==> src/rtl/wred_pkg.sv <==
package wred_pkg;

  localparam logic [5:0] FN_WSUM_U = 6'b110000;
  localparam logic [5:0] FN_WSUM_S = 6'b110001;
  localparam int         SEL_W     = 2;

  typedef enum logic {
    ST_IDLE = 1'b0,
    ST_RUN  = 1'b1
  } wred_state_e;

  // number of supported element widths: 8, 16, ... up to max_sew
  function automatic int num_widths(input int max_sew);
    return $clog2(max_sew / 8) + 1;
  endfunction

endpackage

==> src/rtl/wred_ctrl.sv <==
module wred_ctrl
  import wred_pkg::*;
#(
  parameter int VL_W = 8
) (
  input  logic            clk,
  input  logic            rst_n,
  input  logic            start,
  input  logic            cfg_legal,
  input  logic [VL_W-1:0] vlen,
  input  logic            elem_valid,
  output logic            run,
  output logic            load,
  output logic            accept,
  output logic            done,
  output logic            wr_en,
  output logic            illegal,
  output logic [VL_W-1:0] start_idx
);

  wred_state_e     st_q;
  logic [VL_W-1:0] rem_q;
  logic [VL_W-1:0] idx_q;
  logic            done_q, wr_q, ill_q;
  logic            vl_zero;

  assign vl_zero   = (vlen == '0);
  assign run       = (st_q == ST_RUN);
  assign accept    = run && elem_valid;
  assign load      = !run && start && cfg_legal && !vl_zero;
  assign done      = done_q;
  assign wr_en     = wr_q;
  assign illegal   = ill_q;
  assign start_idx = idx_q;

  always_ff @(posedge clk or negedge rst_n) begin
    if (!rst_n) begin
      st_q   <= ST_IDLE;
      rem_q  <= '0;
      idx_q  <= '0;
      done_q <= 1'b0;
      wr_q   <= 1'b0;
      ill_q  <= 1'b0;
    end else begin
      done_q <= 1'b0;
      wr_q   <= 1'b0;
      ill_q  <= 1'b0;
      unique case (st_q)
        ST_IDLE: begin
          if (start) begin
            if (!cfg_legal) begin
              ill_q <= 1'b1;
            end else if (vl_zero) begin
              done_q <= 1'b1;
            end else begin
              st_q  <= ST_RUN;
              rem_q <= vlen;
              idx_q <= '0;
            end
          end
        end
        ST_RUN: begin
          if (elem_valid) begin
            if (rem_q == VL_W'(1)) begin
              st_q   <= ST_IDLE;
              done_q <= 1'b1;
              wr_q   <= 1'b1;
              idx_q  <= '0;
              rem_q  <= '0;
            end else begin
              rem_q <= rem_q - VL_W'(1);
              idx_q <= idx_q + VL_W'(1);
            end
          end
        end
        default: st_q <= ST_IDLE;
      endcase
    end
  end

  AST_ILLEGAL_QUIET: assert property (@(posedge clk) disable iff (!rst_n)
    illegal |-> (!done && !wr_en));
  AST_IDX_CLEARED: assert property (@(posedge clk) disable iff (!rst_n)
    done |-> (start_idx == '0));
  AST_WRITE_WITH_DONE: assert property (@(posedge clk) disable iff (!rst_n)
    wr_en |-> done);
  AST_RUN_FROM_ZERO: assert property (@(posedge clk) disable iff (!rst_n)
    $rose(run) |-> (start_idx == '0));

endmodule

==> src/rtl/wred_extend.sv <==
module wred_extend
  import wred_pkg::*;
#(
  parameter int MAX_SEW = 32,
  localparam int ACC_W  = 2 * MAX_SEW,
  localparam int BE_W   = ACC_W / 8,
  localparam int NW     = num_widths(MAX_SEW)
) (
  input  logic [SEL_W-1:0]   sel,
  input  logic               sgn,
  input  logic [MAX_SEW-1:0] elem,
  output logic [ACC_W-1:0]   ext,
  output logic [ACC_W-1:0]   wmask,
  output logic [BE_W-1:0]    be
);

  logic [ACC_W-1:0] cand_ext [NW];
  logic [ACC_W-1:0] cand_msk [NW];
  logic [BE_W-1:0]  cand_be  [NW];

  for (genvar k = 0; k < NW; k++) begin : g_width
    localparam int W  = 8 << k;
    localparam int DW = 2 * W;
    localparam int DB = DW / 8;
    logic [W-1:0]  narrow;
    logic [DW-1:0] wide;
    assign narrow = elem[W-1:0];
    assign wide   = sgn ? {{W{narrow[W-1]}}, narrow} : {{W{1'b0}}, narrow};
    if (DW == ACC_W) begin : g_full
      assign cand_ext[k] = wide;
      assign cand_msk[k] = '1;
      assign cand_be[k]  = '1;
    end else begin : g_part
      assign cand_ext[k] = {{(ACC_W-DW){1'b0}}, wide};
      assign cand_msk[k] = {{(ACC_W-DW){1'b0}}, {DW{1'b1}}};
      assign cand_be[k]  = {{(BE_W-DB){1'b0}}, {DB{1'b1}}};
    end
  end

  always_comb begin
    ext   = '0;
    wmask = '0;
    be    = '0;
    for (int k = 0; k < NW; k++) begin
      if (sel == SEL_W'(k)) begin
        ext   = cand_ext[k];
        wmask = cand_msk[k];
        be    = cand_be[k];
      end
    end
  end

endmodule

==> src/rtl/wred_accum.sv <==
module wred_accum #(
  parameter int ACC_W = 64
) (
  input  logic             clk,
  input  logic             rst_n,
  input  logic             load,
  input  logic [ACC_W-1:0] seed,
  input  logic             add_en,
  input  logic [ACC_W-1:0] ext,
  input  logic [ACC_W-1:0] wmask,
  output logic [ACC_W-1:0] sum
);

  logic [ACC_W-1:0] acc_q;

  // full-width add; the modulo-2^(2*SEW) wrap falls out of masking the result
  always_ff @(posedge clk or negedge rst_n) begin
    if (!rst_n) begin
      acc_q <= '0;
    end else if (load) begin
      acc_q <= seed;
    end else if (add_en) begin
      acc_q <= acc_q + ext;
    end
  end

  assign sum = acc_q & wmask;

  AST_HOLD_UNMASKED: assert property (@(posedge clk) disable iff (!rst_n)
    (!load && !add_en) |=> $stable(acc_q));

endmodule

==> src/rtl/wred_sum_top.sv <==
module wred_sum_top
  import wred_pkg::*;
#(
  parameter int MAX_SEW = 32,
  parameter int VL_W    = 8,
  localparam int ACC_W  = 2 * MAX_SEW,
  localparam int BE_W   = ACC_W / 8
) (
  input  logic               clk,
  input  logic               rst_n,
  input  logic               start,
  input  logic [5:0]         funct_code,
  input  logic [SEL_W-1:0]   sew_sel,
  input  logic [VL_W-1:0]    vlen,
  input  logic [ACC_W-1:0]   seed,
  input  logic               elem_valid,
  output logic               elem_ready,
  input  logic [MAX_SEW-1:0] elem_data,
  input  logic               elem_mask,
  output logic               done,
  output logic               illegal,
  output logic               wr_en,
  output logic [BE_W-1:0]    wr_be,
  output logic [ACC_W-1:0]   wr_data,
  output logic [VL_W-1:0]    start_idx
);

  localparam int NW = num_widths(MAX_SEW);

  logic             cfg_legal;
  logic             run, load, accept;
  logic [SEL_W-1:0] sel_q;
  logic             sgn_q;
  logic [ACC_W-1:0] ext, wmask;

  assign cfg_legal = (int'(sew_sel) < NW) &&
                     ((funct_code == FN_WSUM_U) || (funct_code == FN_WSUM_S));

  // operation configuration captured when a run begins
  always_ff @(posedge clk or negedge rst_n) begin
    if (!rst_n) begin
      sel_q <= '0;
      sgn_q <= 1'b0;
    end else if (load) begin
      sel_q <= sew_sel;
      sgn_q <= funct_code[0];
    end
  end

  wred_ctrl #(.VL_W(VL_W)) u_ctrl (
    .clk       (clk),
    .rst_n     (rst_n),
    .start     (start),
    .cfg_legal (cfg_legal),
    .vlen      (vlen),
    .elem_valid(elem_valid),
    .run       (run),
    .load      (load),
    .accept    (accept),
    .done      (done),
    .wr_en     (wr_en),
    .illegal   (illegal),
    .start_idx (start_idx)
  );

  wred_extend #(.MAX_SEW(MAX_SEW)) u_ext (
    .sel  (sel_q),
    .sgn  (sgn_q),
    .elem (elem_data),
    .ext  (ext),
    .wmask(wmask),
    .be   (wr_be)
  );

  wred_accum #(.ACC_W(ACC_W)) u_acc (
    .clk   (clk),
    .rst_n (rst_n),
    .load  (load),
    .seed  (seed),
    .add_en(accept && elem_mask),
    .ext   (ext),
    .wmask (wmask),
    .sum   (wr_data)
  );

  assign elem_ready = run;

  AST_READY_NOT_ILLEGAL: assert property (@(posedge clk) disable iff (!rst_n)
    elem_ready |-> !illegal);
  AST_BE_ELEMENT0: assert property (@(posedge clk) disable iff (!rst_n)
    wr_en |-> (wr_be[1:0] == 2'b11));
  AST_RUN_NEEDS_LOAD: assert property (@(posedge clk) disable iff (!rst_n)
    $rose(elem_ready) |-> $past(start));

endmodule

==> config.mk <==
export PLATFORM = sky130hd
export DESIGN_NAME = wred_sum_top
export DESIGN_NICKNAME = d
export VERILOG_FILES = /design/src/rtl/wred_pkg.sv /design/src/rtl/wred_ctrl.sv /design/src/rtl/wred_extend.sv /design/src/rtl/wred_accum.sv /design/src/rtl/wred_sum_top.sv
export SDC_FILE = /design/constraint.sdc
export NUM_CORES = 1
export LEC_CHECK = 0
export CORE_ASPECT_RATIO = 1.4
export CORE_MARGIN = 3
export CORE_UTILIZATION = 50
export CTS_BUF_LIST = sky130_fd_sc_hd__clkbuf_4 sky130_fd_sc_hd__clkbuf_8 sky130_fd_sc_hd__clkbuf_16
export DETAILED_ROUTE_END_ITERATION = 7
export GPL_ROUTABILITY_DRIVEN = 0
export PLACE_DENSITY = 0.82
export SLEW_MARGIN = 5
export SYNTH_ARGS = -nofsm -noshare
export SYNTH_HDL_FRONTEND = slang
export SYNTH_SLANG_ARGS = --single-unit
export TNS_END_PERCENT = 1
==> constraint.sdc <==
create_clock -name clk -period 12.2 [get_ports clk]
set_input_delay 1.83 -clock clk [delete_from_list [all_inputs] [get_ports clk]]
set_output_delay 1.83 -clock clk [all_outputs]
set_load 0.01 [all_outputs]
==> metrics.cfg, run 1 <==
[status]
status = finished clean

[grt]
gr-usage-met1 = 0.353
busiest_layer = met2
grtUsageMet3 = 0.0388
grt_antenna_before_repair = 0
grt_pass1_wl_mm = 43.0
grt_pass1_vias = 8792
grt_usage = 0.281
grtUsageMet2 = 0.481
grt_max_degree = 82
overflow = 0

[worst_setup_path]
worstSetupPathType = primary input to register
critPathRequiredTime_ps = 12440
cp.arrival_ps = 5640
cp_slowest_cell = clkdlybuf4s50_1
critPathCaptureType = register
critPathMaxStageDelay_ps = 500
path_cells = clkdlybuf4s50_1 -> nand3_1 -> inv_1 -> buf_4 -> ha_1 -> and4_1 -> nand3_1 -> nor3_1 -> nand4_1 -> o221ai_1 -> a221oi_2 -> o31ai_2 -> a311oi_2 -> o21ai_1 -> a21o_1 -> nand4_1
start_kind = primary input
path_max_fanout = 33

[timing]
finalSetupViolCount = 0
fmax_mhz = 185
fin_tns_setup_ps = 0
skew_ps = 8.33
period_share = 0.443
worst_pin_slew_ps = 976
slew_headroom = 0.348
rsz0062_at_grt = false
finalMaxSlewViolations = 0
period_needed_ps = 5400
hold_viol = 0

[clock_network]
post_cts_buffers = 0
cts_tree = built
path_clk_slew_ps = 80
cts.sinks = 87
cts_resized = 0
cts_buffers = 9
cts-root-buf = clkbuf_16
clockBufferDepth = 2
insertion_delay_ps = 360
postCtsHoldBufs = 0
htreeDepth = 3

[cells_and_area]
seqCellArea_um2 = 2180
design_area_um2 = 10800
diodes = 0
fin_util = 0.659
n_fill_cell = 1439
multi_input_area_um2 = 5900
drive_above_1_share = 0.0364
area_growth_pct = 27.2
layout_common_cells = clkdlybuf4s50_1 (199), a21oi_1 (162), nand2_1 (108), nor2_1 (100), o21ai_0 (97)
finalNetCount = 1474
final_common_cell = clkdlybuf4s50_1

[pwr]
leakagePower_nw = 4.89
pwr-share-seq = 0.241
powerDensity_nw_per_um2 = 194
ir_drop_v = 0.0000949
p_sw_mw = 0.983
swShare = 0.468
clock_power_share = 0.136
comb_power_share = 0.623
p_int_mw = 1.12

[detailed_routing]
dr.pass1.iters = 7
drt-total-wl_mm = 26.5
vias = 8956
viasPerCell = 6.01
dr.first_iter.drc_count = 682
drc = 0
drtAntennaViolNets = 0
wire_per_inst_um = 17.8

[logic_synthesis]
synthDistinctLibCells = 73
avgSynthCellArea_um2 = 7.48
synthFlopType = dfrtp_1
seq_area_frac_synth = 0.255
netlist_instances = 1140
synth_seq_cells = 87
ys_warn_count = 0
syn_nets = 1328
synth_area_um2 = 8530
async_reset_ff_frac = 1.00
synth_edf_count = 0

[run]
maxCapViolCount = 0

[die]
die_h_um = 161
core-area_um2 = 16400
initial_core_util = 0.518
rows = 55
ios = 201
dieArea_um2 = 18700
die_x_um = 116

[placement]
place.detailed.hpwl_mm = 20.0
portBuffers = 200
placed_area_um2 = 10500

[hold_path]
hold_class = register to register

==> metal layers <==
layer,part of all wire,vias up
met2,0.50,354
met3,0.059,73
met1,0.41,4179
met4,0.034,0
li1,-,4350
met5,0,-
==> logic make-up after synthesis <==
logic type / synth area share
muxes: 0.00367
and+or+nand+nor: 0.222
adders and majority gates: 0.105
xor gates and xnor gates: 0.0596
DFF: 0.255
buffers and inverters: 0.0555
AOI/OAI and AO/OA: 0.298
==> layout make-up <==
class,count,share of cell area
Clock buffer,9,0.0208
Timing Repair Buffer,208,0.190
Clock inverter,7,0.00635
Tap cell,199,0.0230
Multi-Input combinational cell,937,0.544
Inverter,43,0.0149
Sequential cell,87,0.201
==> through the flow <==
stage / instances / setup slack, ps / power, mW / hold slack (ps)
after floorplan: 1140 / 7180 / 1.38 / 471
after global placement: 1474 / 6610 / 1.78 / 498
after detailed placement: 1474 / 6500 / 1.80 / 511
after CTS: 1490 / 6860 / 2.09 / 519
after global routing: 1490 / 6560 / 2.27 / 546
final: 1490 / 6800 / 2.10 / 518
==> worst paths after layout <==
kind                       cells after the start  slack [ps]             endpoint           startpoint
max                                           16        6800      u_acc.acc_q[63]        elem_data[31]
min                                            1         520  u_ctrl.start_idx[6]  u_ctrl.start_idx[6]
max reg2reg                                   19        7040      u_acc.acc_q[58]             sel_q[0]
min reg2reg                                    1         520  u_ctrl.start_idx[6]  u_ctrl.start_idx[6]
max in group asynchronous                      2        9700       u_acc.acc_q[0]                rst_n
min in group asynchronous                      1        1390      u_acc.acc_q[25]                rst_n
==> sequential cells by signal, indices dropped and copies added (netlist names) <==
signal,count
u_ctrl.run,1
u_ctrl.wr_en,1
u_acc.acc_q,64
u_ctrl.start_idx,8
u_ctrl.done,1
sgn_q,1
sel_q,2
u_ctrl.rem_q,8
u_ctrl.illegal,1
==> Yosys cell counts, types with 3 or more instances <==
master	n	area (um^2)
a21oi_1	163	816
nand2_1	108	405
nor2_1	100	375
o21ai_0	97	485
dfrtp_1	87	2180
ha_1	70	876
a21o_1	54	405
clkbuf_1	53	199
and2_1	52	325
inv_1	43	161
xnor2_1	32	280
nor2b_1	27	169
xor2_1	26	228
and3_1	20	125
nand4_1	20	125
a31oi_1	19	119
nand3_1	18	90.1
buf_2	12	60.1
nor3_1	12	60.1
o21bai_1	10	75.1
nand2b_1	7	43.8
o21a_1	7	52.6
o22ai_1	7	43.8
a22oi_1	5	37.5
and4_1	5	43.8
buf_4	5	37.5
nor4_1	5	31.3
o211ai_1	5	37.5
o21ai_1	5	25.0
a221oi_1	4	35.0
or3_1	4	25.0
a211o_1	3	26.3
a211oi_1	3	22.5
==> worst max-delay path: cells and delay by family <==
| family | cells | cell delay (ps) |
|---|---|---|
| buffers and inverters | 3 | 960 |
| adder cells (fa/ha/maj) | 1 | 340 |
| AND/OR/NAND/NOR | 6 | 1290 |
| AO/OA/AOI/OAI | 6 | 1180 |
==> power by group through the flow <==
stage	combinational [mW]	clock, mW	sequential, mW
floorplan	0.914	0	0.465
global placement	1.27	0	0.503
detailed placement	1.29	0	0.508
CTS	1.30	0.288	0.503
global route	1.45	0.301	0.518
finish	1.31	0.286	0.506
Power figures use the tool's default switching activity.
==> run 2, diff against run 1 <==
Clock period 12.2 ns to 5.35 ns, I/O delays scaled along.
==> run 2 against run 1 <==
Against the previous run:
- combinational power increased by 130%
- clock power increased by 130%
- design area grew 0.25%
- via count is 0.77% higher
- cell count grew 0.20%
- count of clock-buffer cells in the layout is the same
- non-clock buffer count up 3
- sequential share of layout area fell by 0.051 points
- largest cell class unchanged
- highest routed layer unchanged
==> metrics.cfg, run 2 (same netlist as run 1, synthesis figures left out) <==
[detailed_routing]
drt-total-wl_mm = 26.6  ; +0.57%
wire_per_inst_um = 17.8  ; +0.36%
dr.pass1.iters = 5  ; -2
drtAntennaViolNets = 0  ; unchanged
drc = 0  ; unchanged
viasPerCell = 6.04  ; +0.57%
vias = 9025  ; +0.77%
dr.first_iter.drc_count = 590  ; -13%

[placement]
portBuffers = 200  ; unchanged
place.detailed.hpwl_mm = 20.0  ; about the same
placed_area_um2 = 10600  ; +0.21%

[worst_setup_path]
start_kind = register
worstSetupStartpoint = sel_q[0]
cp_slowest_cell = a31oi_1
critPathRequiredTime_ps = 5590  ; -6850 ps
worstSetupPathType = register to register
path_max_fanout = 10  ; -70%
critPathMaxStageDelay_ps = 520  ; +20 ps
critPathCaptureType = register
path_cells = inv_1 -> ha_2 -> or2_2 -> nor2_1 -> nor2b_1 -> ha_1 -> inv_1 -> fa_1 -> nand2b_1 -> a21oi_1 -> o2111ai_1 -> nand3b_1 -> a31oi_1 -> o21ai_2 -> a31oi_1 -> or2_4 -> nand2_1 -> xnor2_1 -> a21oi_1
reg2reg_from = sel_q[0]
cp.arrival_ps = 4950  ; -690 ps

[cells_and_area]
finalNetCount = 1477  ; +0.20%
area_growth_pct = 27.5
final_common_cell = clkdlybuf4s50_1
drive_above_1_share = 0.0386  ; +0.00223
diodes = 0  ; unchanged
design_area_um2 = 10900  ; +0.25%
n_fill_cell = 1398  ; -2.8%
largest_reg_flops = 64  ; unchanged
layout_common_cells = clkdlybuf4s50_1 (199), a21oi_1 (162), nand2_1 (108), nor2_1 (100), o21ai_0 (97)
largest-register = u_acc.acc_q

[die]
rows = 55  ; unchanged
die_x_um = 116  ; unchanged
core-area_um2 = 16400  ; unchanged
initial_core_util = 0.518  ; unchanged
dieArea_um2 = 18700  ; unchanged
ios = 201  ; unchanged
die_h_um = 161  ; unchanged

[grt]
grt_antenna_before_repair = 0  ; unchanged
overflow = 0  ; unchanged
grt_pass1_wl_mm = 43.3  ; +0.76%
grt_usage = 0.284  ; +0.00274
grt_max_degree = 57  ; -30%
grt_pass1_vias = 9034  ; +2.8%

[clock_network]
postCtsHoldBufs = 0  ; unchanged
post_cts_buffers = 0  ; unchanged
path_clk_slew_ps = 70  ; about the same
clockBufferDepth = 2  ; unchanged
cts_tree = built
insertion_delay_ps = 370  ; about the same
cts_buffers = 9  ; unchanged
cts-root-buf = clkbuf_16
htreeDepth = 3  ; unchanged
cts_resized = 0  ; unchanged
cts.sinks = 87  ; unchanged

[pwr]
ir_drop_v = 0.000174  ; +83%
leakagePower_nw = 4.91  ; +0.33%
powerDensity_nw_per_um2 = 443  ; +130%

[run]
maxCapViolCount = 0  ; unchanged

[timing]
finalMaxSlewViolations = 0  ; unchanged
fin_tns_setup_ps = 0  ; unchanged
skew_ps = 12.9  ; +4.58 ps
worst_hold_slack_ps = 371  ; -147 ps
slew_headroom = 0.270  ; -0.0779
rsz0062_at_grt = false
finalSetupViolCount = 0  ; unchanged
period_needed_ps = 4710
period_share = 0.880
worst_pin_slew_ps = 1090  ; +117 ps
hold_viol = 0  ; unchanged
fmax_mhz = 212

[hold_path]
hold_class = primary input to asynchronous set/reset pin

[status]
status = finished clean

[run 2: changes by cell type in the layout (fill, tap and decap cells not counted), sizes merged]
cell    before  now
inv         48   46
buf          9   12
clkinv       2    4
[run 2: final cells by class]
class,instances,area [um^2],area share
tap,199,249,0.0229
clock inverter,7,73.8,0.00679
sequential,87,2180,0.200
clock buffer,9,225,0.0207
timing repair buffer,211,2080,0.192
inverter,43,161,0.0148
multi-input combinational,937,5900,0.543
[run 2: routing by layer]
layer  GRT usage  share of wire  vias up
li1            -              -     4374
met1       0.339           0.40     4180
met2       0.491           0.50      385
met3      0.0362          0.060       86
met4       0.140          0.040        0
met5           0              0        -
[run 2: worst paths after layout]
kind                       cells past startpoint                   to  slack (ps)
max reg2reg                                   19      u_acc.acc_q[52]         640
max in group asynchronous                      2      u_ctrl.rem_q[7]        3890
max                                           19      u_acc.acc_q[52]         640
min                                            1      u_acc.acc_q[36]         370
min reg2reg                                    1  u_ctrl.start_idx[6]         510
min in group clk                               1  u_ctrl.start_idx[6]         510
[run 2: where the power goes]
part	internal (mW)	switching, mW
Combinational	1.32	1.68
Clock	0.330	0.327
Sequential	0.906	0.252
[run 2: stage by stage]
stage	power [mW]	std cells	setup WS, ps	util
floorplan	3.15	1140	1180	-
global placement	4.05	1477	674	0.643
detailed placement	4.11	1477	649	0.643
CTS	4.79	1493	684	0.661
global route	5.20	1493	220	0.661
finish	4.82	1493	640	0.661
[run 2: critical path, delay by kind of cell (launching register included)]
family / cells / cell delay (ps)
and+or+nand+nor: 7 / 1620
xor gates and xnor gates: 1 / 200
buffers and inverters: 2 / 170
AOI/OAI and AO/OA: 6 / 1630
DFF: 1 / 380
adders and majority gates: 3 / 620
==> run 3, diff against run 2 <==
Settings changed: SETUP_SLACK_MARGIN from default to 0.02.
==> results of run 3 <==
Same layout as run 2: the final DEF is identical, and so are final timing and power.
